$ cat config.mk
export PLATFORM = sky130hd
export DESIGN_NAME = pipe_adc_aligner
export DESIGN_NICKNAME = d
export VERILOG_FILES = /design/src/rtl/pipe_adc_pkg.sv /design/src/rtl/pipe_adc_skew.sv /design/src/rtl/pipe_adc_merge.sv /design/src/rtl/pipe_adc_aligner.sv
export SDC_FILE = /design/constraint.sdc
export NUM_CORES = 1
export LEC_CHECK = 0
export BUFFER_PORTS_ARGS = -buffer_cell sky130_fd_sc_hd__buf_2
export CAP_MARGIN = 25
export CORE_MARGIN = 10
export CORE_UTILIZATION = 55
export CTS_BUF_LIST = sky130_fd_sc_hd__clkbuf_4 sky130_fd_sc_hd__clkbuf_8
export CTS_CLUSTER_DIAMETER = 50
export DETAILED_ROUTE_END_ITERATION = 6
export PLACE_DENSITY = 0.8
export SYNTH_ARGS = -nofsm -noshare
export SYNTH_HDL_FRONTEND = slang
export SYNTH_SLANG_ARGS = --single-unit
$ cat constraint.sdc
create_clock -name clk -period 2.5 [get_ports clk]
set_input_delay 0.125 -clock clk [delete_from_list [all_inputs] [get_ports clk]]
set_output_delay 0.125 -clock clk [all_outputs]
set_load 0.02 [all_outputs]
$ cat src/rtl/pipe_adc_pkg.sv
package pipe_adc_pkg;

  typedef enum int {
    PRESET_4443     = 0,
    PRESET_HALF_BIT = 1,
    PRESET_CUSTOM   = 2
  } preset_e;

  function automatic int stages_of(preset_e p, int custom);
    case (p)
      PRESET_4443:     return 4;
      PRESET_HALF_BIT: return 9;
      default:         return custom;
    endcase
  endfunction

  function automatic int code_w_of(preset_e p, int custom);
    case (p)
      PRESET_4443:     return 4;
      PRESET_HALF_BIT: return 2;
      default:         return custom;
    endcase
  endfunction

  function automatic int last_w_of(preset_e p, int custom);
    case (p)
      PRESET_4443:     return 3;
      PRESET_HALF_BIT: return 2;
      default:         return custom;
    endcase
  endfunction

  // width of the merged word: last stage plus one bit less per corrected stage
  function automatic int word_w(int s, int cw, int lw);
    return lw + (s - 1) * (cw - 1);
  endfunction

  // left shift applied to corrected stage i (0 = first stage)
  function automatic int stage_shift(int i, int s, int cw, int lw);
    return lw - 1 + (s - 2 - i) * (cw - 1);
  endfunction

endpackage

$ cat src/rtl/pipe_adc_skew.sv
module pipe_adc_skew #(
  parameter int S  = 4,
  parameter int CW = 4,
  localparam int W = S * CW
) (
  input  logic         clk,
  input  logic         rst,
  input  logic         adv,
  input  logic [W-1:0] codes_in,
  output logic [W-1:0] codes_out
);

  for (genvar i = 0; i < S; i++) begin : g_lane
    localparam int D = S - 1 - i;
    if (D == 0) begin : g_pass
      assign codes_out[i*CW +: CW] = codes_in[i*CW +: CW];
    end else begin : g_dly
      logic [CW-1:0] dl [D];
      always_ff @(posedge clk) begin
        if (rst) begin
          for (int k = 0; k < D; k++) dl[k] <= '0;
        end else if (adv) begin
          dl[0] <= codes_in[i*CW +: CW];
          for (int k = 1; k < D; k++) dl[k] <= dl[k-1];
        end
      end
      assign codes_out[i*CW +: CW] = dl[D-1];
    end
  end

endmodule

$ cat src/rtl/pipe_adc_merge.sv
module pipe_adc_merge
  import pipe_adc_pkg::*;
#(
  parameter int S  = 4,
  parameter int CW = 4,
  parameter int LW = 3,
  localparam int OW   = word_w(S, CW, LW),
  localparam int MAXC = (1 << CW) - 2
) (
  input  logic [S*CW-1:0] aligned,
  output logic [OW-1:0]   word
);

  logic [OW-1:0] term [S];

  for (genvar i = 0; i < S; i++) begin : g_term
    if (i == S - 1) begin : g_last
      assign term[i] = OW'(aligned[i*CW +: LW]);
    end else begin : g_corr
      localparam int SH = stage_shift(i, S, CW, LW);
      logic [CW-1:0] raw;
      logic [CW-1:0] lim;
      assign raw     = aligned[i*CW +: CW];
      assign lim     = (raw > CW'(MAXC)) ? CW'(MAXC) : raw;
      assign term[i] = OW'(lim) << SH;
    end
  end

  always_comb begin
    word = '0;
    for (int k = 0; k < S; k++) word = word + term[k];
  end

endmodule

$ cat src/rtl/pipe_adc_aligner.sv
module pipe_adc_aligner
  import pipe_adc_pkg::*;
#(
  parameter preset_e PRESET      = PRESET_4443,
  parameter int      CUST_STAGES = 4,
  parameter int      CUST_CODE_W = 4,
  parameter int      CUST_LAST_W = 3,
  localparam int N_ST   = stages_of(PRESET, CUST_STAGES),
  localparam int CODE_W = code_w_of(PRESET, CUST_CODE_W),
  localparam int LAST_W = last_w_of(PRESET, CUST_LAST_W),
  localparam int OUT_W  = word_w(N_ST, CODE_W, LAST_W),
  localparam int IN_W   = N_ST * CODE_W
) (
  input  logic             clk,
  input  logic             rst,
  input  logic             in_valid,
  output logic             in_ready,
  input  logic [IN_W-1:0]  in_codes,
  output logic             out_valid,
  input  logic             out_ready,
  output logic [OUT_W-1:0] out_word
);

  localparam int FILL_W = N_ST - 1;

  logic              adv;
  logic              acc;
  logic [IN_W-1:0]   aligned;
  logic [OUT_W-1:0]  merged;
  logic [FILL_W-1:0] fill_q;

  assign adv      = !out_valid || out_ready;
  assign in_ready = adv;
  assign acc      = in_valid && adv;

  pipe_adc_skew #(.S(N_ST), .CW(CODE_W)) u_skew (
    .clk      (clk),
    .rst      (rst),
    .adv      (acc),
    .codes_in (in_codes),
    .codes_out(aligned)
  );

  pipe_adc_merge #(.S(N_ST), .CW(CODE_W), .LW(LAST_W)) u_merge (
    .aligned(aligned),
    .word   (merged)
  );

  always_ff @(posedge clk) begin
    if (rst) begin
      fill_q <= '0;
    end else if (acc) begin
      fill_q <= (fill_q << 1) | FILL_W'(1);
    end
  end

  always_ff @(posedge clk) begin
    if (rst) begin
      out_valid <= 1'b0;
      out_word  <= '0;
    end else if (adv) begin
      out_valid <= acc && fill_q[FILL_W-1];
      if (acc) out_word <= merged;
    end
  end

endmodule

==> summary.md, run 1 <==
| Metric | Value |
|---|---|
| Row count | 20 |
| Sink Count | 40 |
| H-tree depth | 2 |
| GR Util All Layers | 0.119 |
| Setup violators final | 0 |
| Xor and xnor fraction of the mapped netlist area | 0.0415 |
| Yosys Warn Count | 0 |
| Peak VDD IR | 0.390 mV |
| Max Used Layer | met4 |
| CP Max Fanout | 7 |
| Routed Antenna Nets | 0 |
| Status | complete, no violations |
| # nets final | approximately 190 |
| Global-route wire length before repair | 4980 um |
| Sequential cell area | 0.00104 mm^2 |
| Syn_area_per_cell | 13.1 um^2 |
| Critical path class | flop to flop |
| Critical R2R Launch | u_skew.g_lane[2].g_dly.dl[0][2]$_SDFFCE_PN0P_ |
| Final WS setup | 578 ps |
| Pwr Density | ~620 mW/mm^2 |
| Synth Area in Simple Gates | 0.130 |
| Startpoint types | flop |
| Syn nets | 153 |
| Largest net degree at the start of global routing | 39 |
| Setup TNS | 0 ps |
| Synth Area in Compound Gates | 0.133 |
| Clk slew on worst S/H paths | 120 ps |
| F_max | between 500 and 600 MHz |
| Final worst path period share | 0.769 |
| Place WS | 579 ps |
| Final hold violation count | 0 |
| Max cap viols | 0 |
| Final Wtd Congestion | 0.749 |
| Tmin final | between 1500 and 2000 ps |
| CTS root buf | clkbuf_4 |
| R2r endpoint | out_word[8]$_SDFFE_PP0P_ |
| Cell Area, Synth | 0.00169 mm^2 |
| Worst Path Arrival | roughly 2200 ps |
| Post-synthesis adder-cell area fraction | 0.0296 |
| Initial core utilization | 0.562 |
| Top-Level Pins | 34 |
| Die width | about 75 um |
| N_diodes | 0 |
| Slew margin rel. | 0.551 |
| Post-synthesis sequential area ratio | 0.616 |
| Lkg Pwr | 0.000855 uW |
| Post-synthesis mux area share | 0 |
| Synthesized flop and latch total | 40 |
| DRT Pass-1 Iters | 5 |
| Die area | around 0.0057 mm^2 |
| Routed vias | 1,063 |
| Multi-input logic area | 563 um^2 |
| Met2 Wirelength | between 1500 and 2000 um |
| Proportion of layout cells with a drive suffix above 1 | 0.309 |
| Routed WL per cell | 15.1 um |
| Area of the core | 0.00300 mm^2 |
| Overall routed net length | 2990 um |
| R2R cell count | 7 |
| Max-slew violation count | 0 |
| Crit. End Element | flop |
| Antenna violations before repair | 0 |
| Yosys cell types | 25 |
| CTS tree | built |
| IO buf count | 32 |
| Critical Path Start | u_skew.g_lane[2].g_dly.dl[0][2]$_SDFFCE_PN0P_ |
| Drt initial violations | 35 |
| Clock Path Buffers | 2 |
| Inserted Clock Buffers | 5 |
| Post-route clock skew | 12.6 ps |
| Slew at the pin closest to its max-slew limit | 674 ps |
| Vias per cell | 5.37 |
| Detailed placer's ending HPWL | 2180 um |
| Die Ht | 75.4 um |
| DRC | 0 |
| Syn Inst Count | 129 |
| RSZ-0062 raised after global routing | no |
| Critical Path RT | 2750 ps |
| Vias in the first global route | 1,066 |
| Main combinational cell family by area after synthesis | compound AO/OA/AOI/OAI gates |
| Met3 routed WL | about 140 um |
| CP Capture Point | out_word[8]$_SDFFE_PP0P_ |
| Later-pin clock latency in the skew report | between 300 and 400 ps |
| Layout area overhead | 14.7% |
| Global route overflow | 0 |
| Hold Crit Class | primary input to flop |
| Fill cell count | 236 |
| FF-to-FF setup slack | approximately 580 ps |
| Post-CTS Resized | 0 |
| Routed met1 length | 1150 um |
-- where the power goes --
group          total, uW  switching (uW)  internal, uW
clock network        320             212           108
logic                124            67.6          56.4
registers            763            22.5           741
-- layer usage --
metal  vias to the layer above  global-route usage
met2                        26               0.213
met4                         0              0.0495
met3                         9              0.0404
met5                         -                   0
li1                        526                   -
met1                       502               0.123
-- placed cells by master (no fill, tap or decap) --
cell type      count
a211oi_2           2
clkinv_2           2
and2_1            24
nand2_1            5
inv_1              6
a41o_2             1
dfxtp_1           16
nand4_2            1
nand3_1            2
buf_4              1
clkinv_4           1
buf_2             32
ha_1               4
a21oi_1            2
nor2_1             2
nor2_2             1
a31oi_1            4
a22o_1            14
xor2_1             4
clkbuf_4           5
edfxtp_1          24
buf_8              1
a21oi_2            1
a31oi_2            1
xnor2_1            4
a21o_2             1
dlygate4sd3_1      3
nand2b_4           1
-- how the worst min path moves through the flow --
stage | end | startpoint | depth (start not counted) | slack, ps
final | u_skew.g_lane[0].g_dly.dl[0][0]$_SDFFCE_PN0P_ | in_codes[0] | 2 | 40
after global routing | u_skew.g_lane[2].g_dly.dl[0][3]$_SDFFCE_PN0P_ | in_codes[11] | 2 | 10
after detailed placement | out_word[0]$_SDFFE_PP0P_ | in_codes[12] | 2 | 350
after floorplan | fill_q[0]$_SDFFE_PP0P_ | rst | 1 | 190
after CTS | u_skew.g_lane[2].g_dly.dl[0][3]$_SDFFCE_PN0P_ | in_codes[11] | 2 | 30
after global placement | out_word[0]$_SDFFE_PP0P_ | in_codes[12] | 2 | 340
-- per-stage QoR --
| stage | power (uW) | utilization | hold slack (ps) | area [um^2] | instances |
|---|---|---|---|---|---|
| 2_1_floorplan | 860 | - | 194 | 1690 | 129 |
| 4_1_cts | 1220 | 0.640 | 28.6 | 1920 | 197 |
| 3_5_place_dp | 898 | 0.611 | 351 | 1840 | 186 |
| 6_report | 1210 | 0.645 | 41.1 | 1940 | 198 |
| 3_3_place_gp | 889 | 0.611 | 339 | 1840 | 186 |
| 5_1_grt | 1270 | 0.645 | 14.1 | 1940 | 198 |
-- cells by family after synthesis --
| kind of cell | count (synthesis) |
|---|---|
| flops | 40 |
| simple gates | 36 |
| compound gates | 26 |
| buf+inv | 15 |
| xor+xnor | 8 |
| fa+ha+maj | 4 |
-- critical path, cell delays in order, from the launching register on --
cell      delay (ps)
edfxtp_1         510
a31oi_1          120
ha_1             250
ha_1             230
a31oi_1          270
nor2_1            90
xor2_1           140
a22o_1           200
-- area by class of cell --
cell class	count	share of cell area
clock buffer	5	0.0194
timing repair buffer	37	0.110
clock inverter	3	0.00969
tap	33	0.0213
sequential	40	0.537
multi-input combinational	74	0.291
inverter	6	0.0116
-- cells in the mapped netlist --
library cell / number / share of area
a22o_1: 14 / 0.073
ha_1: 4 / 0.030
buf_2: 1 / 0.0030
dfxtp_1: 16 / 0.19
nand2_1: 5 / 0.011
nor2_1: 2 / 0.0044
a21oi_2: 1 / 0.0052
a31oi_2: 1 / 0.0074
xor2_1: 4 / 0.021
inv_1: 6 / 0.013
a21o_2: 1 / 0.0052
a21oi_1: 2 / 0.0059
nand4_2: 1 / 0.0074
a41o_2: 1 / 0.0067
clkbuf_8: 2 / 0.016
nor2_2: 1 / 0.0037
xnor2_1: 4 / 0.021
and2_1: 24 / 0.089
nand2b_4: 1 / 0.0081
clkbuf_1: 4 / 0.0089
nand3_1: 2 / 0.0059
a31oi_1: 4 / 0.015
a211oi_2: 2 / 0.015
edfxtp_1: 24 / 0.43
buf_4: 2 / 0.0089
-- sequential cells by signal, summed over array words and instances, names as in the netlist --
register,count
fill_q,3
u_skew.g_lane.g_dly.dl,24
out_word,12
out_valid,1
-- repair_timing --
item	4_1_cts	5_1_grt
hold buffers	3	0
setup buffers	0	0
hold endpoints to repair	4	0
Note: power is estimated with default switching activity, not from simulation.
==> run 2, diff against run 1 <==
- ABC_AREA: unset -> 1
- CORE_UTILIZATION: 55 -> 51
- PLACE_DENSITY: 0.8 -> 0.77
- clock period: 2.5 -> 1.6 ns (I/O delays scaled with it)
==> summary.md, run 2 <==
| Metric | Value |
|---|---|
| Failing checks | negative setup slack |
| Slowest cell on crit path | edfxtp_1 |
| Largest net degree at the start of global routing | 31 |
| Routed WL per cell | 12.4 um |
| Most common cell in the netlist | nand2_1 |
| Top Registers | u_skew.g_lane.g_dly.dl (24), out_word (12), fill_q (3) |
| N_diodes | 0 |
| CP max stage delay | 380 ps |
| Final worst path period share | 1.04 |
| Main combinational cell family by area after synthesis | simple AND/OR/NAND/NOR gates |
| Syn Inst Count | 191 |
| Xor and xnor fraction of the mapped netlist area | 0.00495 |
| Sink Count | 40 |
| Max cap viols | 0 |
| Global-route wire length before repair | 5890 um |
| Final Power | 2010 uW |
| CP delay by family, top | simple AND/OR/NAND/NOR gates |
| Placed instance count | about 270 |
| Die area | 0.00622 mm^2 |
| Hold Crit Class | primary input to flop |
| Yosys cell types | 23 |
| Routed Antenna Nets | 0 |
| Peak VDD IR | 0.544 mV |
| Die Ht | 78.9 um |
| Final hold violation count | 0 |
| Area of the core | roughly 0.0033 mm^2 |
| Pwr Density | about 850 mW/mm^2 |
| GRT busiest layer | met2 |
| Status | finished with violations |
| Global route overflow | 0 |
| Multi-input logic area | 631 um^2 |
| Max-slew violation count | 0 |
| Worst Path Arrival | between 1500 and 2000 ps |
| Overall routed net length | 3690 um |
| CP Max Fanout | 5 |
| Top-Level Pins | 34 |
| CTS tree | built |
| Post-synth EDFFs | 24 |
| Global-route met2 utilization | 0.217 |
| Fill cell count | 254 |
| Crit. End Element | flop |
| Later-pin clock latency in the skew report | 360 ps |
| Commonest cells in the netlist | nand2_1, inv_1, nor2_1, edfxtp_1, dfxtp_1 |
| F_max | 598 MHz |
| Met3 Track Usage GR | 0.0541 |
| GR Util All Layers | 0.120 |
| H-tree depth | 2 |
| Post-synthesis sequential area ratio | 0.589 |
| DRC | 0 |
| RSZ-0062 raised after global routing | yes |
| Yosys top cell area share | 0.408 |
| Syn_area_per_cell | 9.26 um^2 |
| Synthesized flop and latch total | 40 |
| Vias per cell | 4.62 |
| Final Wtd Congestion | 0.881 |
| Post-synthesis adder-cell area fraction | 0.0283 |
| IO buf count | 32 |
| Drt initial violations | 67 |
| Inserted Clock Buffers | 5 |
| Post-synthesis mux area share | 0 |
| Tmin final | 1670 ps |
| Synth Area in Compound Gates | 0.0722 |
| Met1 global-route usage | 0.108 |
| Non-Filler Instances | approximately 300 |
| Startpoint types | flop |
| Buf/Inv on CP | 2 |
| Largest register FFs | 24 |
| Lkg Pwr | 0.00112 uW |
| Setup violators final | 2 |
| Slew at the pin closest to its max-slew limit | 517 ps |
| Antenna violations before repair | 0 |
| Cell Area, Synth | 0.00177 mm^2 |
| Die width | 78.9 um |
| Routed vias | 1,382 |
| Critical path class | flop to flop |
| Synth area leader | edfxtp_1 |
| Synth Flop Type | edfxtp_1 |
| Row count | 21 |
| Clk slew on worst S/H paths | 120 ps |
| Sequential cell area | approximately 0.0010 mm^2 |
| Syn nets | 215 |
| Final WS setup | -71.2 ps |
| Synth area leaders | edfxtp_1, dfxtp_1, nand2_1 |
| CP cell instances | nand2_1, inv_1, nand2_1, nand2_1, inv_2, ha_4, nand2_2, nor2_1, nand2_1, nand2_2, a21oi_2, nand2_1, nand2_1 |
| Vias in the first global route | 1,431 |
| CP dominant cell by count | nand2_1 |
| Yosys Warn Count | 0 |
| Commonest cells after routing, fill and taps aside | inv_1, nand2_1, buf_2 |
| Worst hold slack | approximately 24 ps |
| Initial core utilization | 0.530 |
| Post-synth ARST share | 0 |
| Clock Path Buffers | 2 |
| # nets final | 276 |
| Synth Area in Simple Gates | 0.200 |
| DRT Pass-1 Iters | 4 |
| Post-route clock skew | 8.22 ps |
| Layout area overhead | 33.3% |
| CTS root buf | clkbuf_4 |
| Slew margin rel. | 0.655 |
| Setup TNS | -101 ps |
| Critical Path RT | 1870 ps |
| Proportion of layout cells with a drive suffix above 1 | 0.324 |
| Detailed placer's ending HPWL | 2180 um |
| Reg with most FFs | u_skew.g_lane.g_dly.dl |
[run 2: cell types whose count changed after synthesis, sizes merged, moves of 5 or more]
cell / before / now
a22o: 14 / 4
a31oi: 5 / 0
and2: 24 / 0
inv: 6 / 38
nand2: 5 / 44
nor2: 3 / 32
o21ai: 0 / 8
[run 2: cells by family after synthesis]
| logic type | after synthesis |
|---|---|
| DFF | 40 |
| xor gates and xnor gates | 1 |
| adders and majority gates | 4 |
| and+or+nand+nor | 81 |
| AOI/OAI and AO/OA | 20 |
| buffers and inverters | 45 |
[run 2: power breakdown]
part	total [uW]	leakage [uW]	internal [uW]	switching, uW
Clock	515	0.0000317	186	329
Combinational	308	0.000696	141	167
Sequential	1180	0.000396	1160	26.6
[run 2: final timing paths]
kind	cells after the start	slack, ps	startpoint	end
worst max-delay path	13	-70	u_skew.g_lane[1].g_dly.dl[0][5]$_SDFFCE_PN0P_	out_word[11]$_SDFFE_PP0P_
worst min-delay path	3	20	in_codes[11]	u_skew.g_lane[2].g_dly.dl[0][3]$_SDFFCE_PN0P_
worst max register to register	13	-70	u_skew.g_lane[1].g_dly.dl[0][5]$_SDFFCE_PN0P_	out_word[11]$_SDFFE_PP0P_
worst min register to register	2	460	out_word[6]$_SDFFE_PP0P_	out_word[6]$_SDFFE_PP0P_
[run 2: worst reg2reg max path, cell delays in order, from the launching register on]
cell	delay, ps
edfxtp_1	380
nand2_1	70
inv_1	80
nand2_1	50
nand2_1	70
inv_2	40
ha_4	310
nand2_2	60
nor2_1	120
nand2_1	80
nand2_2	110
a21oi_2	70
nand2_1	90
nand2_1	50
[run 2: layout make-up]
class	count	share of cell area
Clock inverter	2	0.00531
Sequential cell	40	0.442
Tap cell	46	0.0244
Inverter	38	0.0605
Multi-Input combinational cell	106	0.268
Clock buffer	6	0.0191
Timing Repair Buffer	61	0.181
[run 2: metal layers]
layer / wire [um] / vias up / part of all wire
li1: - / 711 / -
met1: 1410 / 622 / 0.38
met2: 1950 / 38 / 0.53
met3: 238 / 11 / 0.064
met4: 99 / 0 / 0.027
met5: 0 / - / 0
[run 2: timing repair]
action                                  CTS  global route
endpoints found under the setup margin    3             6
resized for setup                         3            18
pin swaps                                 1             7
hold buffers                             13             0
buffers inserted                          3             5
endpoints found under the hold margin    13             0
[run 2: stage by stage]
stage          utilization  setup slack (ps)  instance area, um^2
6_report             0.706             -71.2                 2360
5_1_grt              0.706              -208                 2360
4_1_cts              0.679             -2.03                 2270
3_5_place_dp         0.610             -16.4                 2040
3_3_place_gp         0.610              36.4                 2040
2_1_floorplan            -              32.2                 1780
==> run 3, diff against run 2 <==
- ABC_AREA: 1 -> unset
- PLACE_DENSITY: 0.77 -> 0.78
==> summary.md, run 3 (synthesis gave the netlist of run 1 again) <==
| Metric | Value |
|---|---|
| Critical Path RT | 1860 ps |
| Crit. End Element | flop |
| Internal | 1630 uW |
| Vias per cell | around 5.0 |
| Pwr Density | 928 mW/mm^2 |
| Top Registers | u_skew.g_lane.g_dly.dl (24), out_word (12), fill_q (3) |
| Critical Path Start | u_skew.g_lane[1].g_dly.dl[0][5]$_SDFFCE_PN0P_ |
| Layout area overhead | 36.4% |
| Largest net degree at the start of global routing | 25 |
| Most common cell after layout, fill and taps aside | buf_2 |
| Clock Path Buffers | 2 |
| Antenna violations before repair | 0 |
| Buf/Inv on CP | 0 |
| Slew margin rel. | 0.807 |
| Clk slew on worst S/H paths | 120 ps |
| Die area | 0.00601 mm^2 |
| Hold Crit Class | primary input to flop |
| CP max stage delay | 430 ps |
| Final worst path period share | 1.09 |
| Max cap viols | 0 |
| Commonest cells after routing, fill and taps aside | buf_2, and2_1, edfxtp_1 |
| Final WS setup | -145 ps |
| Routed vias | 1,197 |
| Final Wtd Congestion | 0.782 |
| Row count | 20 |
| Critical R2R Launch | u_skew.g_lane[1].g_dly.dl[0][5]$_SDFFCE_PN0P_ |
| WHS Endpoint | u_skew.g_lane[1].g_dly.dl[0][1]$_SDFFCE_PN0P_ |
| Detailed placer's ending HPWL | 2360 um |
| Final hold violation count | 0 |
| Fill cell count | 221 |
| Net switching power | 507 uW |
| CP cell instances | a31oi_1, ha_2, nand4_2, a211oi_2, xor2_1, a22o_1 |
| Max-slew violation count | 0 |
| Post-route clock skew | 10.6 ps |
| H-tree depth | 2 |
| CP delay by family, top | compound AO/OA/AOI/OAI gates |
| Net Sw Frac | 0.237 |
| Routed Antenna Nets | 0 |
| FF-to-FF setup slack | -140 ps |
| Post-layout util | 0.742 |
| Global route overflow | 0 |
| Slowest cell on crit path | ha_2 |
| WP depth | 6 |
| Inserted Clock Buffers | 5 |
| CP Max Fanout | 5 |
| DRT Pass-1 Iters | 4 |
| Die Ht | 77.6 um |
| N_diodes | 0 |
| Flop pwr share | 0.554 |
| Later-pin clock latency in the skew report | 350 ps |
| Status | finished with violations |
| # nets final | 218 |
| Lkg Pwr | 0.00100 uW |
| CTS root buf | clkbuf_4 |
| Reg with most FFs | u_skew.g_lane.g_dly.dl |
| Overall routed net length | ~3600 um |
| Hold Crit Depth | 2 |
| Initial core utilization | 0.544 |
| Routed WL per cell | 15.3 um |
| Clock group share of total power | 0.305 |
| Slew at the pin closest to its max-slew limit | a little under 300 ps |
| Top-Level Pins | 34 |
| Proportion of layout cells with a drive suffix above 1 | 0.421 |
| Drt initial violations | 56 |
| CTS tree | built |
| Startpoint types | flop |
| GR Util All Layers | 0.125 |
| Setup violators final | 7 |
| Largest register FFs | 24 |
| Peak VDD IR | 0.688 mV |
| Global-route wire length before repair | 5980 um |
| Critical path class | flop to flop |
| Vias in the first global route | 1,317 |
| Sink Count | 40 |
| F_max | 573 MHz |
| Die width | 77.6 um |
| Hold_sp | in_codes[5] |
| Tmin final | 1740 ps |
| R2R cell count | 6 |
| DRC | 0 |
| Final Power | 2140 uW |
| IO buf count | 32 |
| Failing checks | negative setup slack |
| Comb pwr share | 0.141 |
| Area of the core | 0.00310 mm^2 |
| R2r endpoint | out_word[11]$_SDFFE_PP0P_ |
| RSZ-0062 raised after global routing | yes |
| Worst Path Arrival | 2000 ps |
-- run 3: cell count changes in the layout (fill, tap and decap cells not counted), sizes merged, moves of 3 or more --
| cell | change |
|---|---|
| nor2 | -29 |
| a31oi | +5 |
| nand2 | -39 |
| xor2 | +4 |
| a21oi | -4 |
| o21ai | -8 |
| and2 | +24 |
| buf | +6 |
| a22o | +10 |
| inv | -33 |
| xnor2 | +3 |
-- run 3: routing by layer --
layer,vias to the layer above,track usage,share of wire
met5,-,0,0
met4,0,0.0693,0.026
met3,8,0.0530,0.058
met2,34,0.218,0.53
met1,566,0.122,0.39
li1,589,-,-
-- run 3: metrics by stage --
step / hold slack (ps) / worst slack (ps) / instance area [um^2] / setup TNS, ps / std cells
detailed placement: 301 / -140 / 1980 / -512 / 211
finish: 16.4 / -145 / 2300 / -639 / 239
floorplan: 142 / -75.3 / 1720 / -185 / 129
global placement: 295 / -44.3 / 1980 / -95.9 / 211
global route: 4.26 / -217 / 2300 / -1210 / 239
CTS: 5.23 / -143 / 2240 / -590 / 235
-- run 3: how the worst max path moves through the flow --
stage	endpoint	slack (ps)
3_5_place_dp	out_word[10]$_SDFFE_PP0P_	-140
5_1_grt	out_word[11]$_SDFFE_PP0P_	-220
2_1_floorplan	out_word[10]$_SDFFE_PP0P_	-80
3_3_place_gp	out_word[8]$_SDFFE_PP0P_	-40
4_1_cts	out_word[10]$_SDFFE_PP0P_	-140
6_report	out_word[11]$_SDFFE_PP0P_	-140
-- run 3: layout make-up --
type	instances	area, um^2	area share
clock buffer	5	37.5	0.0163
clock inverter	3	37.5	0.0163
inverter	6	26.3	0.0114
multi-input combinational	74	638	0.277
sequential	40	1040	0.452
tap	44	55.1	0.0239
timing repair buffer	67	467	0.203
-- run 3: power by group through the flow --
stage                     Combinational, uW  Sequential [uW]  Clock, uW
after floorplan                         122             1230          0
after global placement                  227             1200          0
after detailed placement                237             1210          0
after CTS                               281             1180        654
after global routing                    328             1190        711
final                                   302             1180        651
-- run 3: timing repair --
action                     in CTS  in global routing
pin swaps                      13                  7
hold buffers                   11                  2
resized for setup               7                  7
hold endpoints to repair       12                  2
setup buffers                   5                  2
setup endpoints to repair       6                  8
